## src/rtl/serial_add_pkg.sv

```systemverilog
package serial_add_pkg;

    typedef enum logic {
        PH_IDLE  = 1'b0,
        PH_SHIFT = 1'b1
    } phase_t;

    typedef struct packed {
        logic carry;
        logic sum;
    } fa_out_t;

    function automatic fa_out_t add_bits(input logic x, input logic y, input logic ci);
        fa_out_t r;
        r.sum   = x ^ y ^ ci;
        r.carry = (x & y) | (ci & (x ^ y));
        return r;
    endfunction

endpackage

```

## src/rtl/fa_cell.sv

```systemverilog
module fa_cell
    import serial_add_pkg::*;
(
    input  logic    x,
    input  logic    y,
    input  logic    ci,
    output fa_out_t o
);
    assign o = add_bits(x, y, ci);
endmodule

```

## src/rtl/rshift_reg.sv

```systemverilog
module rshift_reg #(
    parameter int WIDTH = 8
) (
    input  logic             clk,
    input  logic             rst,
    input  logic             load,
    input  logic [WIDTH-1:0] load_val,
    input  logic             shift,
    input  logic             ser_in,
    output logic [WIDTH-1:0] q
);
    logic [WIDTH-1:0] shifted;

    generate
        for (genvar i = 0; i < WIDTH - 1; i++) begin : g_move
            assign shifted[i] = q[i+1];
        end
    endgenerate
    assign shifted[WIDTH-1] = ser_in;

    always_ff @(posedge clk) begin
        if (rst)        q <= '0;
        else if (load)  q <= load_val;
        else if (shift) q <= shifted;
    end

    // with neither load nor shift the register keeps its contents
    assert_hold_R2: assert property (@(posedge clk) disable iff (rst)
        (!load && !shift) |=> $stable(q));
endmodule

```

## src/rtl/serial_seq_ctrl.sv

```systemverilog
module serial_seq_ctrl
    import serial_add_pkg::*;
#(
    parameter int WIDTH = 8
) (
    input  logic clk,
    input  logic rst,
    input  logic start,
    output logic shifting,
    output logic done,
    output logic accept
);
    localparam int CW = (WIDTH > 2) ? $clog2(WIDTH) : 1;
    localparam logic [CW-1:0] LAST = CW'(WIDTH - 1);

    phase_t        phase;
    logic [CW-1:0] cnt;
    logic          last;

    assign shifting = (phase == PH_SHIFT);
    assign accept   = start && (phase == PH_IDLE);
    assign last     = (cnt == LAST);

    always_ff @(posedge clk) begin
        if (rst) begin
            phase <= PH_IDLE;
            cnt   <= '0;
            done  <= 1'b0;
        end else if (accept) begin
            phase <= PH_SHIFT;
            cnt   <= '0;
            done  <= 1'b0;
        end else if (phase == PH_SHIFT) begin
            if (last) begin
                phase <= PH_IDLE;
                done  <= 1'b1;
            end else begin
                cnt <= cnt + 1'b1;
            end
        end
    end

    assert_done_excl_R3: assert property (@(posedge clk) disable iff (rst)
        !(done && shifting));
    assert_end_R3: assert property (@(posedge clk) disable iff (rst)
        (shifting && last) |=> (!shifting && done));
    assert_start_ignored_R7: assert property (@(posedge clk) disable iff (rst)
        (shifting && !last && start) |=> shifting);
    assert_done_clear_R9: assert property (@(posedge clk) disable iff (rst)
        accept |=> !done);
    assert_done_hold_R9: assert property (@(posedge clk) disable iff (rst)
        (done && !start) |=> done);
endmodule

```

## src/rtl/bit_serial_adder.sv

```systemverilog
module bit_serial_adder
    import serial_add_pkg::*;
#(
    parameter int WIDTH = 8
) (
    input  logic             clk,
    input  logic             rst,
    input  logic             load_a,
    input  logic             load_b,
    input  logic [WIDTH-1:0] a_in,
    input  logic [WIDTH-1:0] b_in,
    input  logic             start,
    input  logic             ser_in,
    output logic [WIDTH-1:0] result,
    output logic             carry_out,
    output logic             shifting,
    output logic             done
);
    logic [WIDTH-1:0] a_q;
    logic [WIDTH-1:0] b_q;
    logic             carry_q;
    logic             accept;
    fa_out_t          fa;

    serial_seq_ctrl #(.WIDTH(WIDTH)) u_ctrl (
        .clk      (clk),
        .rst      (rst),
        .start    (start),
        .shifting (shifting),
        .done     (done),
        .accept   (accept)
    );

    fa_cell u_fa (
        .x  (a_q[0]),
        .y  (b_q[0]),
        .ci (carry_q),
        .o  (fa)
    );

    rshift_reg #(.WIDTH(WIDTH)) u_reg_a (
        .clk      (clk),
        .rst      (rst),
        .load     (load_a && !shifting),
        .load_val (a_in),
        .shift    (shifting),
        .ser_in   (fa.sum),
        .q        (a_q)
    );

    rshift_reg #(.WIDTH(WIDTH)) u_reg_b (
        .clk      (clk),
        .rst      (rst),
        .load     (load_b && !shifting),
        .load_val (b_in),
        .shift    (shifting),
        .ser_in   (ser_in),
        .q        (b_q)
    );

    always_ff @(posedge clk) begin
        if (rst)           carry_q <= 1'b0;
        else if (accept)   carry_q <= 1'b0;
        else if (shifting) carry_q <= fa.carry;
    end

    assign result    = a_q;
    assign carry_out = carry_q;

    assert_carry_clear_R5: assert property (@(posedge clk) disable iff (rst)
        $rose(shifting) |-> !carry_q);
    assert_msb_sum_R10: assert property (@(posedge clk) disable iff (rst)
        shifting |=> (a_q[WIDTH-1] == ($past(a_q[0]) ^ $past(b_q[0]) ^ $past(carry_q))));
    assert_b_serial_R6: assert property (@(posedge clk) disable iff (rst)
        shifting |=> (b_q[WIDTH-1] == $past(ser_in)));
    assert_load_blocked_R8: assert property (@(posedge clk) disable iff (rst)
        (shifting && load_a) |=> (a_q[WIDTH-2:0] == $past(a_q[WIDTH-1:1])));
endmodule

```

## config.mk

```make
export PLATFORM = sky130hd
export DESIGN_NAME = bit_serial_adder
export DESIGN_NICKNAME = d
export VERILOG_FILES = /design/src/rtl/serial_add_pkg.sv /design/src/rtl/fa_cell.sv /design/src/rtl/rshift_reg.sv /design/src/rtl/serial_seq_ctrl.sv /design/src/rtl/bit_serial_adder.sv
export SDC_FILE = /design/constraint.sdc
export NUM_CORES = 1
export LEC_CHECK = 0
export BUFFER_PORTS_ARGS = -buffer_cell sky130_fd_sc_hd__buf_2
export CORE_ASPECT_RATIO = 1.2
export CORE_UTILIZATION = 28
export DETAILED_ROUTE_END_ITERATION = 12
export HOLD_SLACK_MARGIN = 0.03
export PLACE_DENSITY = 0.57
export REMOVE_ABC_BUFFERS = 1
export SYNTH_ARGS = -nofsm -noshare
export SYNTH_HDL_FRONTEND = slang
export SYNTH_SLANG_ARGS = --single-unit
```

## constraint.sdc

```tcl
create_clock -name clk -period 1.9 [get_ports clk]
set_clock_uncertainty 0.2 [all_clocks]
set_input_delay 0.38 -clock clk [delete_from_list [all_inputs] [get_ports clk]]
set_output_delay 0.38 -clock clk [all_outputs]
set_load 0.05 [all_outputs]
```

# Yosys cells after proc, flatten, opt, wreduce, memory -nomap -nowiden
# Index checks and enable logic that the tools add are counted.
# W data, S select, Z words.
word_totals:
  reg_bits: 22
  input_bits: 22
  output_inout_bits: 11
  word_cells: 31
classes:
  n_addsub: 1
  eq_ne: 1
  mux: 7
  bitwise_logic: 7
  n_reduce_logical: 9
op_table:
  columns: ["op", "n"]
  rows:
  - ["$mux W8", 4]
  - ["$reduce_and A2 Y1", 2]
  - ["$reduce_bool A2 Y1", 2]
  - ["$add A3 B1 Y3 const B", 1]
  - ["$eq A3 B3 Y1 const B", 1]
  - ["$logic_and A1 B1 Y1", 3]
  - ["$mux W1", 3]
  - ["$and A1 B1 Y1", 2]
  - ["$not A1 Y1", 2]
  - ["$reduce_or A2 Y1", 1]
  - ["$xor A1 B1 Y1", 2]
  - ["$logic_not A1 Y1", 1]
  - ["$or A1 B1 Y1", 1]

# Logic depth before layout (Yosys ltp)
# Gate-level depths: netlist of run 1.
logic_depth:
  depth_word: 4
  depth_mapped: 5
  mapped_depth_nobuf: 5

# Modules after synthesis
# A second synthesis of run 1 with hierarchy kept.
unflattened:
  cells_unflattened: 100
  hier_area_um2: 1028.5
modules_own_cells:
  columns: ["module", "n_inst", "cells_per_inst", "area_each_um2", "seq_area_each_um2"]
  rows:
  - ["rshift_reg", 2, 35, 369.1, 160.2]
  - ["serial_seq_ctrl", 1, 24, 212.7, 100.1]
  - ["bit_serial_adder", 1, 5, 57.6, 20.0]
  - ["fa_cell", 1, 1, 20.0, 0.0]

# Worst setup path after synthesis of run 1
# OpenSTA, ideal clock, no wires.
synth_path:
  path_type: "register -> register"
  startpoint: "reg carry_q, in the netlist carry_out"
  endpoint: "reg u_reg_a.q[7]"
  setup_time_ps: 114
  arrival_time_ps: 1353
  required_time_ps: 1586
  path_slack_ps: 234
  stages_incl_launch_ff: 5
  n_path_buf: 0
  synth_period_minus_slack_ps: 1666
  path_cell_list: "dfxtp_1 fa_1 nand2_1 o21ai_1 nor2b_1"
synth_via:
  elab_chain_cells: 3
synth_rtl:
  columns: ["element", "line_no", "source"]
  rows:
  - ["from (decl)", "bit_serial_adder.sv:21", "logic carry_q;"]
  - ["from (signal assigned)", "bit_serial_adder.sv:64", "else if (shifting) carry_q <= fa.carry;"]
  - ["$xor A1 B1 Y1", "serial_add_pkg.sv:15", "r.sum = x ^ y ^ ci;"]
  - ["$mux W8", "rshift_reg.sv:24", "else if (shift) q <= shifted;"]
  - ["$mux W8", "rshift_reg.sv:23", "else if (load) q <= load_val;"]
  - ["to (signal assigned)", "rshift_reg.sv:23", null]
  - ["to (signal assigned)", "rshift_reg.sv:24", null]
  - ["to (decl)", "rshift_reg.sv:10", "output logic [WIDTH-1:0] q"]
# No other way between the ends. The select of a mux whose other input is x is not followed.
# A chain may end at the register's enable or synchronous reset.

# Worst setup path after layout of run 1
layout_path:
  startpoint: "reg u_ctrl.phase, in the netlist u_ctrl.shifting"
  endpoint: "out shifting"
layout_lines:
  columns: ["element", "line_no", "source"]
  rows:
  - ["from (decl)", "serial_seq_ctrl.sv:16", "phase_t phase;"]
  - ["from (signal assigned)", "serial_seq_ctrl.sv:26", "phase <= PH_IDLE;"]
  - ["from (signal assigned)", "serial_seq_ctrl.sv:30", "phase <= PH_SHIFT;"]
  - ["from (signal assigned)", "serial_seq_ctrl.sv:35", "phase <= PH_IDLE;"]
  - ["to (decl)", "bit_serial_adder.sv:16", "output logic shifting,"]
# No word-level cell between the ends.

==> impl_results.md, run 1 <==
* Post-synthesis sequential area ratio at 0.418
* IO Count at 33
* CP top delay family: flip-flops
* Core box area at 3600 µm²
* Setup TNS at 0 ps
* Worst-margin pin slew at 402 ps
* Post-route ant nets at 0
* CP arrival at 1150 ps
* Failing checks: design-rule violations
* Pins Over Slew Limit at 0
* Final Util at 0.360
* Largest net degree at the start of global routing at 23
* Layout overhead on the synthesized area at 23.0%
* Setup crit end: shifting
* Final instance area at 1300 µm²
* DRC at 5
* Chip height at 69.2 µm
* Grt total ovfl at 0
* Hold Buf Count CTS at 0
* Slowest stage cell, crit path: dfxtp_1
* Skew-Pair Late Insertion Delay at 270 ps
* Final Setup Violations at 0
* TritonRoute pass-1 iters at 8
* Worst Setup End Kind: primary output
* Synthesized flop and latch total at 22
* Crit-path max FO at 13
* DIE WIDTH at 58.0 µm
* Pwr dens at 884 nW/µm²
* Ant. Diodes at 0
* Hold WS at 242 ps
* Clk buf depth at 2
* Fmax at 0.578 GHz
* Worst reg2reg path depth at 5
* Effective utilization at floorplan at 0.293
* Fill cell count at 391
* Yosys warns at 0
* Crit start category: register
* Reg2reg setup slack at 440 ps
* Worst path depth at 1
* Status: finished with violations
* Tcrit/Tclk final at 0.910
* Crit path kind: register to primary output
* Maxcap violations at 0
* Max Used Layer: met4
* Initial DRC Count at 31
* Wire length on met1 at 947 µm
* Worst EP required at 1320 ps
* Total power at 1.15 mW
* Syn_area_per_cell at 8.94 µm²
* Share of cells above drive strength 1 at 0.259
* Antenna violations before repair at 0
* CTS Sinks at 22
* Slew HR at 0.732
* Area of the multi-input gates at 558 µm²
* First-pass GRT wire length at 3510 µm
* Register area at 440 µm²
* Crit path from: u_ctrl.shifting
* Worst hold path type: primary input to register
* Reg-to-Reg Start: u_ctrl.cnt[0]
* Vias in the first global route at 867
* Clock transition at path regs at 90 ps
* Input/output buffers at 32
* WL final at 2020 µm
* Overall via count from detail_route at 863
* Count of different cell masters after synthesis at 19
* Crit path cell chain: buf_2
* Nets at 173
* Pleak at 0.591 nW
* Worst Path Buf+Inv at 1
* CTS Buf Count at 3
* Post-synthesis cell area at 1050 µm²
* Hpwl dp at 1490 µm
* RSZ-0062 raised after global routing: false
* TritonCTS clock tree: built
* Max incr delay on CP at 540 ps
* Met3 wire len at 104 µm
* Most frequent cells in the layout: 32 x buf_2, 22 x dfxtp_1, 17 x o21ai_1, 17 x nand2_1, 17 x mux2i_1
* # resized after CTS at 0
* H-tree levels at 1
* Final hold violation count at 0
* Final worst path period need at 1730 ps
* Wire per inst at 10.9 µm
* Die area at 4020 µm²
* Postcts setup bufs at 0
* Avg Vias per Cell at 4.64
* Mapped Cells at 118
* Cell Area, Placed at 1230 µm²
* Max VDD drop at 269 µV
* RePlAce Congestion at 0.696
* Critical R2R Capture: u_ctrl.cnt[2]
* GRT Total Usage at 0.112
* Most common cell after layout, fill and taps aside: buf_2
* Metal2 WL at 926 µm
* Row count at 24
* CTS Root Cell: clkbuf_8
==> cell families after synthesis <==
kind of cell               Yosys count  synth area share
AOI/OAI and AO/OA                   24             0.116
adders and majority gates            3            0.0427
DFF                                 22             0.418
xor gates and xnor gates             1           0.00831
buffers and inverters               10            0.0534
and+or+nand+nor                     41             0.200
muxes                               17             0.161
==> state kept, by name, indices dropped and copies added (netlist names) <==
| name | count |
|---|---|
| carry_out | 1 |
| u_ctrl.cnt | 3 |
| u_ctrl.done | 1 |
| u_ctrl.shifting | 1 |
| u_reg_a.q | 8 |
| u_reg_b.q | 8 |
==> synth_stat cells <==
cell	instances	area (µm²)
mux2i_1	17	170
nor3b_1	2	15.0
nand3b_1	1	7.51
clkbuf_1	2	7.51
a21oi_1	6	30.0
nand2_1	17	63.8
nor2_1	2	7.51
nand3_1	1	5.00
ha_1	2	25.0
o21ai_1	17	85.1
nand2b_1	2	12.5
inv_1	1	3.75
nor2b_1	16	100
fa_1	1	20.0
xnor2_1	1	8.76
a211oi_1	1	7.51
buf_4	4	30.0
dfxtp_1	22	440
buf_2	3	15.0
==> layout make-up <==
| cell class | instances | area share |
|---|---|---|
| Multi-Input combinational cell | 86 | 0.430 |
| Sequential cell | 22 | 0.339 |
| Timing Repair Buffer | 34 | 0.135 |
| Tap cell | 39 | 0.0376 |
| Clock buffer | 3 | 0.0318 |
| Clock inverter | 1 | 0.0231 |
| Inverter | 1 | 0.00289 |
==> how the worst min path moves through the flow <==
stage / startpoint / end / slack, ps / cells past startpoint
3_3_place_gp: u_ctrl.cnt[2] / u_ctrl.cnt[2] / 260 / 2
2_1_floorplan: u_ctrl.cnt[2] / u_ctrl.cnt[2] / 250 / 2
3_5_place_dp: u_ctrl.done / u_ctrl.done / 260 / 2
4_1_cts: ser_in / u_reg_b.q[7] / 240 / 4
5_1_grt: start / u_ctrl.shifting / 250 / 3
6_report: ser_in / u_reg_b.q[7] / 240 / 4
==> stage by stage <==
stage                     cells  setup WS [ps]
after global placement      182            469
after floorplan             109          -32.9
after detailed placement    182            424
after CTS                   186            142
after global routing        186           67.2
final                       186            171
==> power breakdown <==
part / leakage [nW] / total, mW / switching [mW] / internal, mW
Clock: 0.0357 / 0.436 / 0.154 / 0.282
Sequential: 0.181 / 0.513 / 0.0226 / 0.490
Combinational: 0.374 / 0.198 / 0.118 / 0.0806
Total: 0.591 / 1.15 / 0.295 / 0.852
==> layer usage <==
layer | vias up | GRT usage
met5 | - | 0
met2 | 29 | 0.194
met4 | 0 | 0.0556
li1 | 452 | -
met3 | 5 | 0.0168
met1 | 377 | 0.129
Power figures use the tool's default switching activity.
==> inputs of run 2 (changes only) <==
Settings changed: BUFFER_PORTS_ARGS -buffer_cell sky130_fd_sc_hd__buf_2 to unset, DONT_BUFFER_PORTS set to 1, PLACE_DENSITY 0.57 to 0.49.
==> run 2 against run 1 <==
  * The flow still finishes with violations (design-rule violations)
  * Non-clock buffer count is 26 lower
  * Total power down 16%
  * Die area did not move
  * Largest power group unchanged
  * Critical path type is now primary input to register
  * Setup slack better by 58 ps
  * Sequential cell count is the same
==> impl_results.md, run 2 (synthesis gave the netlist of run 1 again) <==
* Antenna violations before repair at 0 (unchanged)
* Crit path cell chain: dlygate4sd3_1, nor2b_1
* Total power at 0.968 mW (-16%)
* Final Setup Violations at 0 (unchanged)
* CTS Root Cell: clkbuf_8
* WL final at 1920 µm (-5.1%)
* # resized after CTS at 0 (unchanged)
* CTS Sinks at 22 (unchanged)
* Final instance area at 1170 µm² (-9.9%)
* Crit start category: primary input
* Nets at 147 (-15%)
* CTS Buf Count at 3 (unchanged)
* DRC at 6 (+1)
* Crit-path max FO at 22 (+9)
* Effective utilization at floorplan at 0.293 (unchanged)
* Die area at 4020 µm² (unchanged)
* Avg Vias per Cell at 4.87 (+4.9%)
* Final worst path period need at 1670 ps (-57.6 ps)
* TritonRoute pass-1 iters at 8 (unchanged)
* Layout overhead on the synthesized area at 10.8%
* Share of cells above drive strength 1 at 0.0917 (-0.167)
* Input/output buffers at 0 (-100%)
* Max VDD drop at 188 µV (-30%)
* Setup WS post-layout at 229 ps (+57.6 ps)
* CP top delay family: buffers and inverters
* Hpwl dp at 1390 µm (-6.9%)
* GRT Total Usage at 0.101 (-0.0109)
* Slowest stage cell, crit path: dlygate4sd3_1
* Critical R2R Capture: u_ctrl.cnt[2]
* Worst EP required at 1810 ps (+490 ps)
* Setup TNS at 0 ps (unchanged)
* Tcrit/Tclk final at 0.880 (-0.0303)
* Most frequent cells in the layout: 21 x dfxtp_1, 17 x o21ai_1, 17 x nand2_1, 17 x mux2i_1, 16 x nor2b_1
* Fmax at 0.598 GHz (+3.4%)
* Fill cell count at 399 (+2.0%)
* Status: finished with violations
* Maxcap violations at 0 (unchanged)
* Final hold violation count at 0 (unchanged)
* H-tree levels at 1 (unchanged)
* Crit path kind: primary input to register
* Slew HR at 0.434 (-0.298)
* Row count at 24 (unchanged)
* WHS Endpoint: u_ctrl.shifting
* Pwr dens at 828 nW/µm² (-6.3%)
* Worst Setup End Kind: register
* Core box area at 3600 µm² (unchanged)
* First-pass GRT wire length at 3180 µm (-9.3%)
* Overall via count from detail_route at 774 (-10%)
* Worst hold path type: primary input to register
* Top flop regs: u_reg_a.q x8, u_reg_b.q x8, u_ctrl.cnt x3
* Wire per inst at 12.1 µm (+11%)
* TritonCTS clock tree: built
* Worst-margin pin slew at 846 ps (+443 ps)
* DIE WIDTH at 58.0 µm (unchanged)
* Chip height at 69.2 µm (unchanged)
* Hold Crit Depth at 2 (-2)
* Failing checks: design-rule violations
* Reg2reg setup slack at 440 ps (about the same)
* Clock transition at path regs at 80 ps (about the same)
* Worst Path Buf+Inv at 1 (unchanged)
* Ant. Diodes at 0 (unchanged)
* Pins Over Slew Limit at 0 (unchanged)
* Grt total ovfl at 0 (unchanged)
* IO Count at 33 (unchanged)
* Cell Area, Placed at 1120 µm² (-8.9%)
* Initial DRC Count at 32 (+3.2%)
* Reg-to-Reg Start: u_ctrl.cnt[0]
* Skew-Pair Late Insertion Delay at 250 ps (-20 ps)
* RePlAce Congestion at 0.707 (+1.6%)
* Worst reg2reg path depth at 5 (unchanged)
* CP arrival at 1580 ps (+430 ps)
* Worst Hold Launch: start
* Clk buf depth at 2 (unchanged)
* Pleak at 0.471 nW (-20%)
* Post-Place Worst Slack at 491 ps (+67.6 ps)
* Vias in the first global route at 800 (-7.7%)
* Most common cell after layout, fill and taps aside: dfxtp_1
* Post-route ant nets at 0 (unchanged)
* Max incr delay on CP at 1090 ps (+550 ps)
* Largest net degree at the start of global routing at 23 (unchanged)
* RSZ-0062 raised after global routing: false
## run 2: cell types whose count changed in the layout (fill, tap and decap cells not counted), sizes merged
cell | previous run | this run
dlygate4sd3 | 0 | 1
bufinv | 1 | 0
buf | 34 | 7
## run 2: what timing repair did
action | 4_1_cts | 5_1_grt
endpoints found under the hold margin | 22 | 0
buffers inserted | 0 | 0
hold buffers | 1 | 0
## run 2: power breakdown
group          total [mW]  switching, mW  internal [mW]  leakage, nW
Clock               0.280          0.139          0.141       0.0216
Sequential          0.532         0.0419          0.491        0.181
Combinational       0.155         0.0844         0.0707        0.269
## run 2: layout make-up
| type | count | area (µm²) | share of cell area |
|---|---|---|---|
| tap | 39 | 48.8 | 0.0418 |
| clock buffer | 3 | 41.3 | 0.0353 |
| sequential | 22 | 442 | 0.378 |
| inverter | 1 | 3.75 | 0.00321 |
| multi-input combinational | 86 | 558 | 0.478 |
| timing repair buffer | 8 | 75.1 | 0.0642 |
## run 2: metrics by stage
step / util / instances / hold slack [ps]
after floorplan: - / 109 / 246
after global placement: 0.310 / 155 / 247
after detailed placement: 0.310 / 155 / 247
after CTS: 0.324 / 159 / 85.8
after global routing: 0.324 / 159 / 89.0
final: 0.324 / 159 / 93.9
## run 2: how the worst max path moves through the flow
stage                          to             from  slack [ps]  cells past startpoint
finish               u_reg_a.q[7]              rst         230                      2
global route         u_reg_a.q[2]              rst         140                      2
global placement    u_ctrl.cnt[0]    u_ctrl.cnt[0]         530                      5
CTS                 u_ctrl.cnt[0]              rst         220                      2
floorplan           u_ctrl.cnt[2]  u_ctrl.shifting         -30                      3
detailed placement  u_ctrl.cnt[2]    u_ctrl.cnt[0]         490                      5
## run 2: routing by layer
layer / share of wire / vias to the layer above / global-route usage
li1: - / 396 / -
met1: 0.42 / 350 / 0.106
met2: 0.47 / 26 / 0.174
met3: 0.10 / 2 / 0.0299
met4: 0.013 / 0 / 0.0556
met5: 0 / - / 0
